File: src/rtl/hcs_mac.sv
module hcs_mac #(
  parameter int W   = 8,
  parameter int ACC = 24,
  parameter int LO  = 8
) (
  input  logic           clk,
  input  logic           rst_n,
  input  logic [W-1:0]   a_in,
  input  logic [W-1:0]   b_in,
  input  logic           acc_en,
  input  logic           acc_clr,
  input  logic           rd_req,
  output logic [ACC-1:0] acc_out,
  output logic           out_valid
);
  localparam int NR = W / 2;
  localparam int HI = ACC - LO;
  localparam int NB = LO / 2;

  logic [LO-1:0] lo_q;
  logic [HI-1:0] s_hi_q, c_hi_q;
  logic          cy_q;

  function automatic logic [2*ACC-1:0] csa(input logic [ACC-1:0] p, q, r);
    logic [ACC-1:0] s, k;
    s = p ^ q ^ r;
    k = ((p & q) | (p & r) | (q & r)) << 1;
    return {k, s};
  endfunction

  wire [ACC-1:0] a_ext = {{(ACC-W){a_in[W-1]}}, a_in};
  wire [W:0]     b_pad = {b_in, 1'b0};

  logic [ACC-1:0] pp [NR];
  logic [NR-1:0]  neg_b;

  for (genvar i = 0; i < NR; i++) begin : g_booth
    wire [2:0]     trip = b_pad[2*i+2 : 2*i];
    wire           one  = trip[1] ^ trip[0];
    wire           two  = (trip == 3'b011) || (trip == 3'b100);
    wire [ACC-1:0] mag  = one ? a_ext : (two ? (a_ext << 1) : '0);
    assign neg_b[i] = trip[2] && (trip != 3'b111);
    assign pp[i]    = (neg_b[i] ? ~mag : mag) << (2*i);
  end

  wire keep = ~acc_clr;
  wire [ACC-1:0] fb_s = keep ? {s_hi_q, lo_q} : '0;
  wire [ACC-1:0] fb_c = keep ? {c_hi_q, {LO{1'b0}}} : '0;

  logic [ACC-1:0] bitrow;
  always_comb begin
    bitrow = '0;
    for (int i = 0; i < NR; i++) bitrow[2*i] = neg_b[i];
    bitrow[LO] = keep & cy_q;
  end

  logic [ACC-1:0] s1, k1, s2, k2, s3, k3, s4, k4, sf, kf;
  always_comb begin
    {k1, s1} = csa(pp[0], pp[1], pp[2]);
    {k2, s2} = csa(pp[3], bitrow, fb_s);
    {k3, s3} = csa(s1, k1, s2);
    {k4, s4} = csa(s3, k3, k2);
    {kf, sf} = csa(s4, k4, fb_c);
  end

  logic [NB:0]   cc;
  logic [LO-1:0] lo_nx;
  assign cc[0] = 1'b0;
  for (genvar b = 0; b < NB; b++) begin : g_cla2
    wire [1:0] g = sf[2*b+1 : 2*b] & kf[2*b+1 : 2*b];
    wire [1:0] p = sf[2*b+1 : 2*b] ^ kf[2*b+1 : 2*b];
    wire       c1 = g[0] | (p[0] & cc[b]);
    assign cc[b+1] = g[1] | (p[1] & g[0]) | (p[1] & p[0] & cc[b]);
    assign lo_nx[2*b+1 : 2*b] = p ^ {c1, cc[b]};
  end

  always_ff @(posedge clk or negedge rst_n) begin
    if (!rst_n) begin
      lo_q   <= '0;
      s_hi_q <= '0;
      c_hi_q <= '0;
      cy_q   <= 1'b0;
    end else if (acc_en) begin
      lo_q   <= lo_nx;
      s_hi_q <= sf[ACC-1:LO];
      c_hi_q <= kf[ACC-1:LO];
      cy_q   <= cc[NB];
    end else if (acc_clr) begin
      lo_q   <= '0;
      s_hi_q <= '0;
      c_hi_q <= '0;
      cy_q   <= 1'b0;
    end
  end

  always_ff @(posedge clk or negedge rst_n) begin
    if (!rst_n) begin
      acc_out   <= '0;
      out_valid <= 1'b0;
    end else begin
      out_valid <= rd_req;
      if (rd_req) acc_out <= {s_hi_q + c_hi_q + HI'(cy_q), lo_q};
    end
  end
endmodule

File: config.mk
export PLATFORM = sky130hd
export DESIGN_NAME = hcs_mac
export DESIGN_NICKNAME = d
export VERILOG_FILES = /design/src/rtl/hcs_mac.sv
export SDC_FILE = /design/constraint.sdc
export NUM_CORES = 1
export LEC_CHECK = 0
export BUFFER_PORTS_ARGS = -buffer_cell sky130_fd_sc_hd__buf_2
export CORE_MARGIN = 2
export CORE_UTILIZATION = 40
export DETAILED_ROUTE_END_ITERATION = 10
export GPL_TIMING_DRIVEN = 0
export PLACE_DENSITY = 0.66
export SETUP_SLACK_MARGIN = 0.15
export SYNTH_ARGS = -nofsm -noshare
export SYNTH_HDL_FRONTEND = slang
export SYNTH_SLANG_ARGS = --single-unit
File: constraint.sdc
create_clock -name clk -period 3.07 [get_ports clk]
set_input_delay 0.614 -clock clk [delete_from_list [all_inputs] [get_ports clk]]
set_output_delay 0.614 -clock clk [all_outputs]
set_load 0.005 [all_outputs]
# After elaboration in Yosys (flattened, before gate mapping)
# Index checks and enable logic that the tools add are counted.
[classes]
addsub = 2
n_eq_ne = 10
n_mux = 21
bitwise_logic = 79
reduce_logical = 7
[op_table]
columns = ["cell", "count"]
rows = [
  ["bitwise AND 23 bit", 13],
  ["bitwise OR 23 bit", 10],
  ["XOR 24 bit", 9],
  ["2-to-1 mux 24 bit", 5],
  ["2-to-1 mux 22 bit", 3],
  ["2-to-1 mux 20 bit", 3],
  ["2-to-1 mux 18 bit", 3],
  ["2-to-1 mux 16 bit", 3],
  ["inverter 24 bit", 1],
  ["XOR 24 x 9 -> 24 bit", 1],
  ["bitwise AND 23 x 9 -> 23 bit", 1],
  ["bitwise AND 9 x 23 -> 23 bit", 1],
  ["inverter 22 bit", 1],
  ["inverter 20 bit", 1],
  ["inverter 18 bit", 1],
  ["adder 16 x 1 -> 16 bit", 1],
  ["adder 16 bit", 1],
  ["2-to-1 mux 8 bit", 2],
  ["XOR 2 bit", 8],
  ["bitwise AND 1 bit", 14],
  ["bitwise OR 1 bit", 10],
  ["equality test 3 x 2 -> 1 bit (second input constant)", 3],
  ["equality test 3 bit (second input constant)", 3],
  ["!= test 3 bit (second input constant)", 3],
  ["other kinds (8)", 18],
]
[word_totals]
regBits = 66
wordCells = 125

# Depth between registers and ports, before layout
# Gate-level depths: netlist (run 1).
[depth]
word_depth = 29
mapped_depth = 20
depth_no_buf = 18

# Worst setup path before layout (run 1)
# OpenSTA, ideal clock, no wires.
[synth_timing]
kind = "input-to-reg"
startpoint = "input b_in[3]"
endpoint = "register lo_q[7]"
setup_ns = 0.125
arrival_time_ns = 4.997
required_time_ns = 2.945
path_slack_ns = -2.052
path_stages = 19
path_buffers = 2
cell_sequence = "inv_1 > clkbuf_1 > ha_1 > clkbuf_1 > nor3b_1 > a21oi_1 > nor2_1 > a211oi_1 > fa_1 > inv_1 > fa_1 > inv_1 > fa_1 > ha_1 > ha_1 > a21oi_1 > fa_1 > xnor2_1 > mux2_2"
[synth_via]
elab_chain_cells = 24
word_cells_on_any_way = 73
classes_between = "eq/ne (6); mux (7); bitwise (56); reduce/logical (4)"
[synth_rtl]
columns = ["element", "line_no", "rtl"]
rows = [
  ["start, declared", "9", "input logic [W-1:0] b_in,"],
  ["equality test 3 x 2 -> 1 bit / equality test 3 bit (equally long branches)", "40", "wire two = (trip == 3'b011) || (trip == 3'b100);"],
  ["logical OR 1 bit", "40", ""],
  ["2-to-1 mux 22 bit (2 in a row)", "41", "wire [ACC-1:0] mag = one ? a_ext : (two ? (a_ext << 1) : '0);"],
  ["inverter 22 bit", "43", "assign pp[i] = (neg_b[i] ? ~mag : mag) << (2*i);"],
  ["2-to-1 mux 22 bit", "43", ""],
  ["bitwise AND 23 bit / XOR 24 bit (equally long branches)", "27, 26", ""],
  ["bitwise OR 23 bit / XOR 24 bit (equally long branches)", "27, 26", ""],
  ["bitwise OR 23 bit, or another cell as far along", "27", "k = ((p & q) | (p & r) | (q & r)) << 1;"],
  ["[... 7 more ...]", "-", ""],
  ["XOR 2 bit, or another cell as far along", "71", "wire [1:0] p = sf[2*b+1 : 2*b] ^ kf[2*b+1 : 2*b];"],
  ["bitwise AND 1 bit / bitwise OR 1 bit (equally long branches)", "73", "assign cc[b+1] = g[1] | (p[1] & g[0]) | (p[1] & p[0] & cc[b]);"],
  ["bitwise OR 1 bit / bitwise AND 1 bit (equally long branches)", "73", ""],
  ["bitwise OR 1 bit", "73", ""],
  ["bitwise AND 1 bit", "72", "wire c1 = g[0] | (p[0] & cc[b]);"],
  ["bitwise OR 1 bit", "72", ""],
  ["XOR 2 bit *", "74", "assign lo_nx[2*b+1 : 2*b] = p ^ {c1, cc[b]};"],
  ["2-to-1 mux 8 bit *", "83", "end else if (acc_en) begin"],
  ["end signal, assigned", "84", "lo_q <= lo_nx;"],
  ["end, declared", "20", "logic [LO-1:0] lo_q;"],
]
# Every way passes the cells marked *; elsewhere a longest branch is shown, timed or not.
# A chain may end at the register's enable or synchronous reset.

# Worst setup path after layout (run 1)
# Ends and elaborated chain as after synthesis.

==> reports/metrics.cfg, run 1 <==
[worst_setup_path]
slowest_stage = fa_1
worst-path-max-fanout = 6
endpoint_kind = flop
startpoint_type = input port
crit_path_max_incr_delay_ps = 550
cp_num_buf_inv = 6
path_class = input port to flop
critPathArrivalTime_ps = 4660
path_cells = buf_12 > inv_12 > clkbuf_16 > ha_4 > clkbuf_16 > nor3b_4 > a21oi_1 > nor2_1 > a211oi_2 > fa_1 > inv_1 > fa_1 > inv_1 > fa_1 > ha_4 > ha_4 > a21oi_4 > fa_2 > xnor2_1 > mux2_4
cp.required_ps = 3280
cpLargestDelayFamily = adder cells

[routing]
via_count = 5359
drt-initial-drc-count = 315
wl_um = 16060
viasPerCell = 5.178
drc = 0
dr.pass1.iters = 4
wire_per_inst_um = 15.52
drtAntennaViolNets = 0

[synth]
ys.flop_type = dfrtp_1
synth_mux_area_frac = 0.08630
synth_adder_area_share = 0.3031
synth_edf_count = 0
yosys-top-cells-count = inv_1, fa_1, dfrtp_1
synthXorXnorAreaFrac = 0.04706
yosysTopAreaCell = dfrtp_1
yosys.area_share.simple = 0.1097
synth_cells = 711
synth_seq_cells = 66
post-synth-top-count-cell = inv_1
synth_top_area_share = 0.2398
synth_top_family_by_area = adder cells
synthTopCellsByArea = dfrtp_1, fa_1, ha_1
synth_warnings = 0
syn-num-nets = 858
synthDistinctLibCells = 48
syn_avg_cell_area_um2 = 9.686
ys_seq_area_frac = 0.2398
async_flop_share = 1.000
syn_area_um2 = 6887
synth-compound-area-share = 0.1461

[timing]
final-hold-violation-count = 0
fin_crit_ps = 4459
min_period_over_period = 1.452
worst_slack_ps = -1389
fin_skew_ps = 6.883
tightest_slew_ps = 855.5
final-setup-viol-count = 38
maxSlewViolCount = 0
rsz0062_at_grt = yes
fmax_mhz = 224.3
relSlewSlack = 0.4296

[clock_tree]
path_clk_slew_ps = 50
cts_root_buf = clkbuf_16
cts.sinks = 66
cts_tree = done
numCtsBuffers = 9
clock_latency_ps = 330
cts_max_level = 3
clock_path_buffers = 2

[global_route]
grt_start_max_net_pins = 67
grt_pass1_wl_um = 26780
grt_overflow = 0
antenna_found_initial = 0
grtUsageTotal = 0.1840
grt_pass1_vias = 5335

[place]
place_area_um2 = 7732
hpwlAfterDp_um = 11590
gp_congestion = 0.8520
io_buffers = 45
post-place-ws_ps = -1939

[worst_hold_path]
hold_path_class = input port to asynchronous set/reset pin

[die]
fp.coreArea_um2 = 16700
die_w_um = 135.2
start_util = 0.4123
ioPinCount = 46
dieArea_um2 = 18280
fp.dieH_um = 135.2
num_rows = 47

[outcome]
status = finished with violations
violations = negative setup slack

[layout]
fin_area_um2 = 8837
layout-drive-gt1-share = 0.3485
regArea_um2 = 1652
fill_cells = 1506
nets = 957
multi_input_comb_area_um2 = 5296
areaGrowthSynthToFinish_pct = 28.32
antenna_cells = 0

[power]
powerDensity_nw_per_um2 = 839.8
p_leak_nw = 4.066
peakVddDrop_mv = 0.3504

[job]
maxCapViolCount = 0

==> kinds of logic after synthesis <==
logic type               after synthesis
flip-flops                            66
adder cells (fa/ha/maj)              126
XOR/XNOR                              37
AO/OA/AOI/OAI                        148
AND/OR/NAND/NOR                      160
multiplexers                          53
buffers and inverters                121
==> timing repair <==
| action | CTS | global route |
|---|---|---|
| endpoints found under the setup margin | 39 | 39 |
| resized for setup | 74 | 53 |
| hold buffers | 0 | 0 |
| setup buffers | 33 | 9 |
| pin swaps | 41 | 14 |
| gates cloned | 0 | 1 |
| hold endpoints to repair | 0 | 0 |
==> state kept, by name, indices dropped and copies added (netlist names) <==
name,flops
acc_out,24
s_hi_q,16
c_hi_q,16
cy_q,1
lo_q,8
out_valid,1
==> placed cells by master, fill, tap and decap left out, types with 4 or more instances in the layout <==
cell | synthesis | routed
a21oi_2 | 0 | 7
o21ai_2 | 1 | 4
a21oi_1 | 35 | 27
a211oi_1 | 31 | 18
ha_4 | 0 | 10
a311oi_1 | 11 | 7
xnor2_1 | 24 | 20
ha_1 | 58 | 46
mux2i_1 | 5 | 5
nor2_1 | 40 | 36
clkbuf_1 | 27 | 19
inv_2 | 0 | 10
o31ai_1 | 8 | 8
dfrtp_1 | 66 | 66
nand2_1 | 59 | 57
buf_8 | 0 | 5
mux2_2 | 47 | 43
o21ai_0 | 30 | 19
fa_2 | 0 | 30
nand2b_1 | 11 | 9
clkbuf_2 | 1 | 5
clkbuf_16 | 0 | 13
o21ai_1 | 3 | 11
a21o_1 | 7 | 7
o21a_1 | 6 | 6
buf_6 | 0 | 10
inv_1 | 77 | 62
a211oi_2 | 0 | 12
buf_2 | 7 | 45
xnor2_2 | 0 | 4
buf_4 | 1 | 35
mux2_4 | 1 | 5
buf_12 | 0 | 4
xor2_1 | 13 | 13
fa_1 | 68 | 38
nor2b_1 | 37 | 35
==> worst paths after layout <==
path                                  start           to  slack [ps]  depth (start not counted)
worst max register to register      lo_q[4]      lo_q[7]        -260                         13
min in group clk                     rd_req    out_valid         440                          1
worst max-delay path                b_in[3]      lo_q[7]       -1390                         20
worst min register to register  acc_out[17]  acc_out[17]         500                          2
worst min-delay path                  rst_n  acc_out[11]         400                          1
max in group asynchronous             rst_n   acc_out[2]        2110                          1
==> through the flow <==
stage	util	TNS [ps]	total power [mW]	hold slack (ps)	instances
floorplan	-	-33810	4.875	318.4	711
finish	0.5291	-32450	7.422	398.6	1035
CTS	0.5156	-30160	7.310	430.4	1025
global placement	0.4628	-53670	5.755	468.4	976
global route	0.5291	-35810	8.238	443.5	1035
detailed placement	0.4630	-54830	5.912	473.4	976
==> per-layer routing <==
| metal | track usage | vias to the layer above | share of wire |
|---|---|---|---|
| met1 | 0.2592 | 2650 | 0.47 |
| met5 | 0 | - | 0 |
| met3 | 0.02319 | 11 | 0.035 |
| met4 | 0.04051 | 0 | 0.0097 |
| met2 | 0.3054 | 108 | 0.49 |
| li1 | - | 2590 | - |
==> final cells by class <==
cell class	count	share of cell area
Sequential cell	66	0.1869
Clock inverter	3	0.004531
Timing Repair inverter	1	0.0009911
Timing Repair Buffer	87	0.07065
Multi-Input combinational cell	524	0.5993
Inverter	78	0.03780
Clock buffer	13	0.02718
Tap cell	220	0.03115
Buffer	43	0.04148
==> power breakdown <==
group | internal (mW) | total [mW] | switching [mW]
clock network | 0.627 | 0.990 | 0.363
registers | 1.28 | 1.48 | 0.204
logic | 2.54 | 4.95 | 2.40
total | 4.45 | 7.42 | 2.97
(Power assumes the default switching activity.)
==> run 2: changes to the inputs <==
- PLACE_DENSITY: 0.66 -> 0.64
- clock period: 3.07 -> 4.65 ns (I/O delays scaled with it)
==> run 2 against run 1 <==
- the flow still finishes with violations (negative setup slack)
- combinational power shrank 39%
- setup slack gained 1300 ps
- first-iteration DRC count grew 20%
- critical path type unchanged
- highest routed layer unchanged
==> reports/metrics.cfg, run 2 (synthesized netlist as in run 1, its figures left out) <==
[outcome]
status = finished with violations
violations = negative setup slack

[die]
start_util = 0.4123
fp.coreArea_um2 = 16700
fp.dieH_um = 135.2
ioPinCount = 46
die_w_um = 135.2
num_rows = 47
dieArea_um2 = 18280

[power]
p_leak_nw = 3.862
power_mw = 4.620
powerDensity_nw_per_um2 = 563.7
peakVddDrop_mv = 0.2563

[layout]
top_register = acc_out
largest_reg_flops = 24
largestRegisters = acc_out: 24 flops, c_hi_q: 16 flops, s_hi_q: 16 flops
antenna_cells = 0
layout-drive-gt1-share = 0.2491
layout_common_cells = inv_1, dfrtp_1, fa_1, nand2_1, ha_1
areaGrowthSynthToFinish_pct = 19.00
nets = 933
fin_area_um2 = 8195
final_common_cell = inv_1

[clock_tree]
cts_tree = done
path_clk_slew_ps = 60
cts_max_level = 3
cts.sinks = 66
cts_root_buf = clkbuf_16
clock_path_buffers = 2
clock_latency_ps = 330
numCtsBuffers = 9

[timing]
maxSlewViolCount = 0
relSlewSlack = 0.4281
tns_ps = -146.1
rsz0062_at_grt = yes
min_period_over_period = 1.027
worst_slack_ps = -127.5
fmax_mhz = 209.3
final-setup-viol-count = 2
tightest_slew_ps = 857.8
final-hold-violation-count = 0
fin_crit_ps = 4777
whs_ps = 480.1
fin_skew_ps = 6.231

[routing]
drtAntennaViolNets = 0
viasPerCell = 5.135
dr.pass1.iters = 5
drc = 0
drt-initial-drc-count = 378
via_count = 5191
wl_um = 15600
wire_per_inst_um = 15.43

[worst_setup_path]
path_cells = buf_8 > buf_12 > clkinv_8 > ha_4 > clkbuf_16 > nor3b_4 > a21oi_2 > nor2_1 > a211oi_2 > fa_1 > inv_1 > fa_1 > inv_2 > fa_1 > ha_4 > ha_4 > a21oi_4 > fa_2 > xnor2_2 > mux2_4
critPathArrivalTime_ps = 4990
slowest_stage = fa_1
crit_path_max_incr_delay_ps = 540
startpoint = b_in[1]
worst-path-max-fanout = 6
endpoint_kind = flop
cp.required_ps = 4860
rr_startpoint = lo_q[4]
path_class = input port to flop
path_depth = 20
worstRegToRegCells = 13
r2r_end = lo_q[7]
cp-endpoint = lo_q[7]
startpoint_type = input port
reg2reg_slack_ps = 1350
cpLargestDelayFamily = adder cells
cp_num_buf_inv = 6

[global_route]
grt_start_max_net_pins = 67
grt_use_met1 = 0.2574
grt_use_met2 = 0.2922
grt_pass1_vias = 5230
grt_pass1_wl_um = 26130
antenna_found_initial = 0
grt-busiest-layer = met2
grtUsageTotal = 0.1796
met3_usage = 0.02095
grt_overflow = 0

[place]
hpwlAfterDp_um = 11730
gp_congestion = 0.8467
place_area_um2 = 7565
io_buffers = 45
post-place-ws_ps = -657.4

[worst_hold_path]
hold_path_class = flop to flop

[job]
maxCapViolCount = 0

==> run 2: metal layers <==
metal | wire length, um | part of all wire
met1 | 7672 | 0.49
met2 | 7238 | 0.46
met3 | 534 | 0.034
met4 | 153 | 0.0098
met5 | 0 | 0
==> run 2: worst min path at each step <==
stage / start / endpoint / slack, ps / cells after the start
6_report: acc_out[17] / acc_out[17] / 480 / 2
4_1_cts: acc_out[17] / acc_out[17] / 490 / 2
3_5_place_dp: acc_out[17] / acc_out[17] / 470 / 2
5_1_grt: acc_out[1] / acc_out[1] / 510 / 1
2_1_floorplan: lo_q[0] / acc_out[0] / 470 / 1
3_3_place_gp: acc_out[17] / acc_out[17] / 460 / 2
==> run 2: cell type report <==
class / instances / area (um^2)
Buffer: 42 / 260.3
Fill cell: 1551 / 8506
Inverter: 78 / 314.1
Timing Repair Buffer: 65 / 417.9
Clock buffer: 14 / 254.0
Tap cell: 220 / 275.3
Sequential cell: 66 / 1652
Multi-Input combinational cell: 524 / 5010
Clock inverter: 2 / 12.51
==> run 2: per-stage QoR <==
stage,util,cells
4_1_cts,0.4849,1008
2_1_floorplan,-,711
5_1_grt,0.4907,1011
6_report,0.4907,1011
3_5_place_dp,0.4530,976
3_3_place_gp,0.4528,976
==> run 2: where the power goes <==
part           switching, mW  total, mW  internal (mW)
logic                   1.51       3.02           1.52
clock network          0.241      0.616          0.375
registers              0.137      0.983          0.846
total                   1.88       4.62           2.74
==> run 2: tightest hold or removal path, stage by stage (launching register included) <==
cell     delay, ps
dfrtp_1        340
nand2_1         50
o31ai_1         50
==> run 2: what timing repair did <==
action / 4_1_cts / 5_1_grt
endpoints found under the setup margin: 27 / 29
gates resized for setup: 30 / 29
hold buffers: 0 / 0
setup buffers: 16 / 4
pin swaps: 20 / 25
==> run 3: changes to the inputs <==
==> constraint.sdc (replaced) <==
create_clock -name clk -period 4.65 [get_ports clk]
set_input_delay 0.2325 -clock clk [delete_from_list [all_inputs] [get_ports clk]]
set_output_delay 0.2325 -clock clk [all_outputs]
set_load 0.005 [all_outputs]
==> run 3 against run 2 <==
- the run ends with negative hold slack left
- first-iteration DRC count decreased by 27%
- clock power increased by 11%
- clock skew up 1.2 ps
- count of clock-buffer cells in the layout decreased by 2
- combinational power shrank 8.3%
- critical path depth did not move
- sequential share of layout area increased by 0.83 points
- setup slack gained 470 ps
- non-clock buffer count fell by 12
- final area decreased by 4.0%
- via count decreased by 1.5%
- largest power group unchanged
- largest cell class unchanged
==> reports/metrics.cfg, run 3 (synthesized netlist as in run 1, its figures left out) <==
[clock_tree]
numCtsBuffers = 9
ctsHoldBuffers = 0
cts_root_buf = clkbuf_16
cts.sinks = 66
cts_tree = done
cts_max_level = 3
clock_latency_ps = 340
clock_path_buffers = 2
path_clk_slew_ps = 60

[layout]
top_register = acc_out
layout-drive-gt1-share = 0.2003
largest_reg_flops = 24
final_common_cell = inv_1
largestRegisters = acc_out: 24 flops, c_hi_q: 16 flops, s_hi_q: 16 flops
regArea_um2 = 1652
nets = 921
fill_cells = 1615
areaGrowthSynthToFinish_pct = 14.28
layout_common_cells = inv_1, fa_1, dfrtp_1, nand2_1, ha_1
multi_input_comb_area_um2 = 4851
antenna_cells = 0

[timing]
relSlewSlack = 0.4223
tns_ps = 0
final-setup-viol-count = 0
maxSlewViolCount = 0
rsz0062_at_grt = no
tightest_slew_ps = 866.6
min_period_over_period = 0.9268
fin_crit_ps = 4310
fmax_mhz = 232.0
whs_ps = -3.456
final-hold-violation-count = 8
worst_slack_ps = 340.2
fin_skew_ps = 7.472

[routing]
viasPerCell = 5.120
dr.pass1.iters = 5
via_count = 5115
wire_per_inst_um = 14.93
drtAntennaViolNets = 0
wl_um = 14920
drt-initial-drc-count = 276
drc = 0

[die]
fp.coreArea_um2 = 16700
start_util = 0.4123
dieArea_um2 = 18280
fp.dieH_um = 135.2
num_rows = 47
ioPinCount = 46
die_w_um = 135.2

[global_route]
grt_pass1_wl_um = 25230
antenna_found_initial = 0
grtUsageTotal = 0.1734
grt_start_max_net_pins = 67
grt_pass1_vias = 5026
grt_overflow = 0

[outcome]
violations = negative hold slack
status = finished with violations

[power]
p_leak_nw = 3.749
powerDensity_nw_per_um2 = 564.3
power.switching_mw = 1.798
power_mw = 4.441
p_seq_frac = 0.221
pwr-share-clk = 0.154
peakVddDrop_mv = 0.1911
comb_power_share = 0.625
intPower_mw = 2.643
p_sw_frac = 0.4048

[place]
io_buffers = 45
post-place-ws_ps = -364.5
gp_congestion = 0.8438
hpwlAfterDp_um = 11590

[worst_setup_path]
worstRegToRegCells = 13
cp.required_ps = 4870
rr_startpoint = lo_q[4]
worst-path-max-fanout = 10
path_class = input port to flop
startpoint_type = input port
r2r_end = lo_q[7]
reg2reg_slack_ps = 1270
cp-endpoint = lo_q[7]
critPathArrivalTime_ps = 4530
endpoint_kind = flop
startpoint = b_in[1]

[worst_hold_path]
hold_path_class = input port to asynchronous set/reset pin

[job]
maxCapViolCount = 0

==> run 3: cell types whose count changed in the layout (fill, tap and decap cells not counted), sizes merged <==
cell,before,now
buf,81,66
clkbuf,40,41
clkinvlp,2,3
bufinv,0,1
==> run 3: per-stage QoR <==
stage	hold slack, ps	std cells	instance area [um^2]	utilization
finish	-3.456	999	7870	0.4712
floorplan	-63.09	711	6909	-
global placement	394.9	976	7410	0.4437
detailed placement	393.6	976	7412	0.4438
CTS	46.77	992	7741	0.4635
global route	50.89	999	7870	0.4712
==> run 3: what timing repair did <==
| item | 4_1_cts | 5_1_grt |
|---|---|---|
| endpoints found under the hold margin | 0 | 0 |
| endpoints found under the setup margin | 2 | 22 |
| pin swaps | 1 | 7 |
| gates resized for setup | 10 | 27 |
| setup buffers | 0 | 7 |
==> run 3: worst min-delay path by stage <==
| stage | cells past startpoint | slack [ps] | endpoint | startpoint |
|---|---|---|---|---|
| global route | 1 | 50 | out_valid | rd_req |
| finish | 1 | -3 | acc_out[14] | rst_n |
| global placement | 1 | 390 | out_valid | rd_req |
| detailed placement | 1 | 390 | out_valid | rd_req |
| floorplan | 0 | -60 | acc_out[0] | rst_n |
| CTS | 1 | 50 | c_hi_q[5] | rst_n |
==> run 3: routing by layer <==
layer  vias to the layer above  part of all wire  GRT usage
met1                      2479              0.48     0.2529
met4                         0             0.012    0.05150
met5                         -                 0          0
met3                        11             0.041    0.02058
li1                       2518                 -          -
met2                       107              0.46     0.2721
==> run 3: power groups by stage <==
stage	Combinational [mW]	Sequential [mW]	Clock (mW)
final	2.77	0.982	0.685
after global routing	3.23	1.02	0.728
after CTS	2.75	0.987	0.698
after detailed placement	2.73	0.994	0
after global placement	2.65	0.985	0
after floorplan	2.10	0.971	0
==> run 3: critical path, stage by stage <==
cell      delay [ps]
buf_2            130
buf_8            120
inv_4             50
ha_1             290
buf_4            180
nor3b_4          250
a21oi_2           50
nor2_1           150
a211oi_2          70
fa_1             540
inv_1             50
fa_1             470
inv_1             50
fa_1             550
ha_4             220
ha_4             270
a21oi_1          100
fa_2             390
xnor2_1          120
mux2_2           250
==> run 3: cell type report <==
cell class / count / share of cell area
Multi-Input combinational cell: 524 / 0.6164
Sequential cell: 66 / 0.2099
Inverter: 78 / 0.03847
Timing Repair Buffer: 52 / 0.03561
Tap cell: 220 / 0.03498
Clock buffer: 12 / 0.03132
Buffer: 43 / 0.02687
Clock inverter: 4 / 0.006518
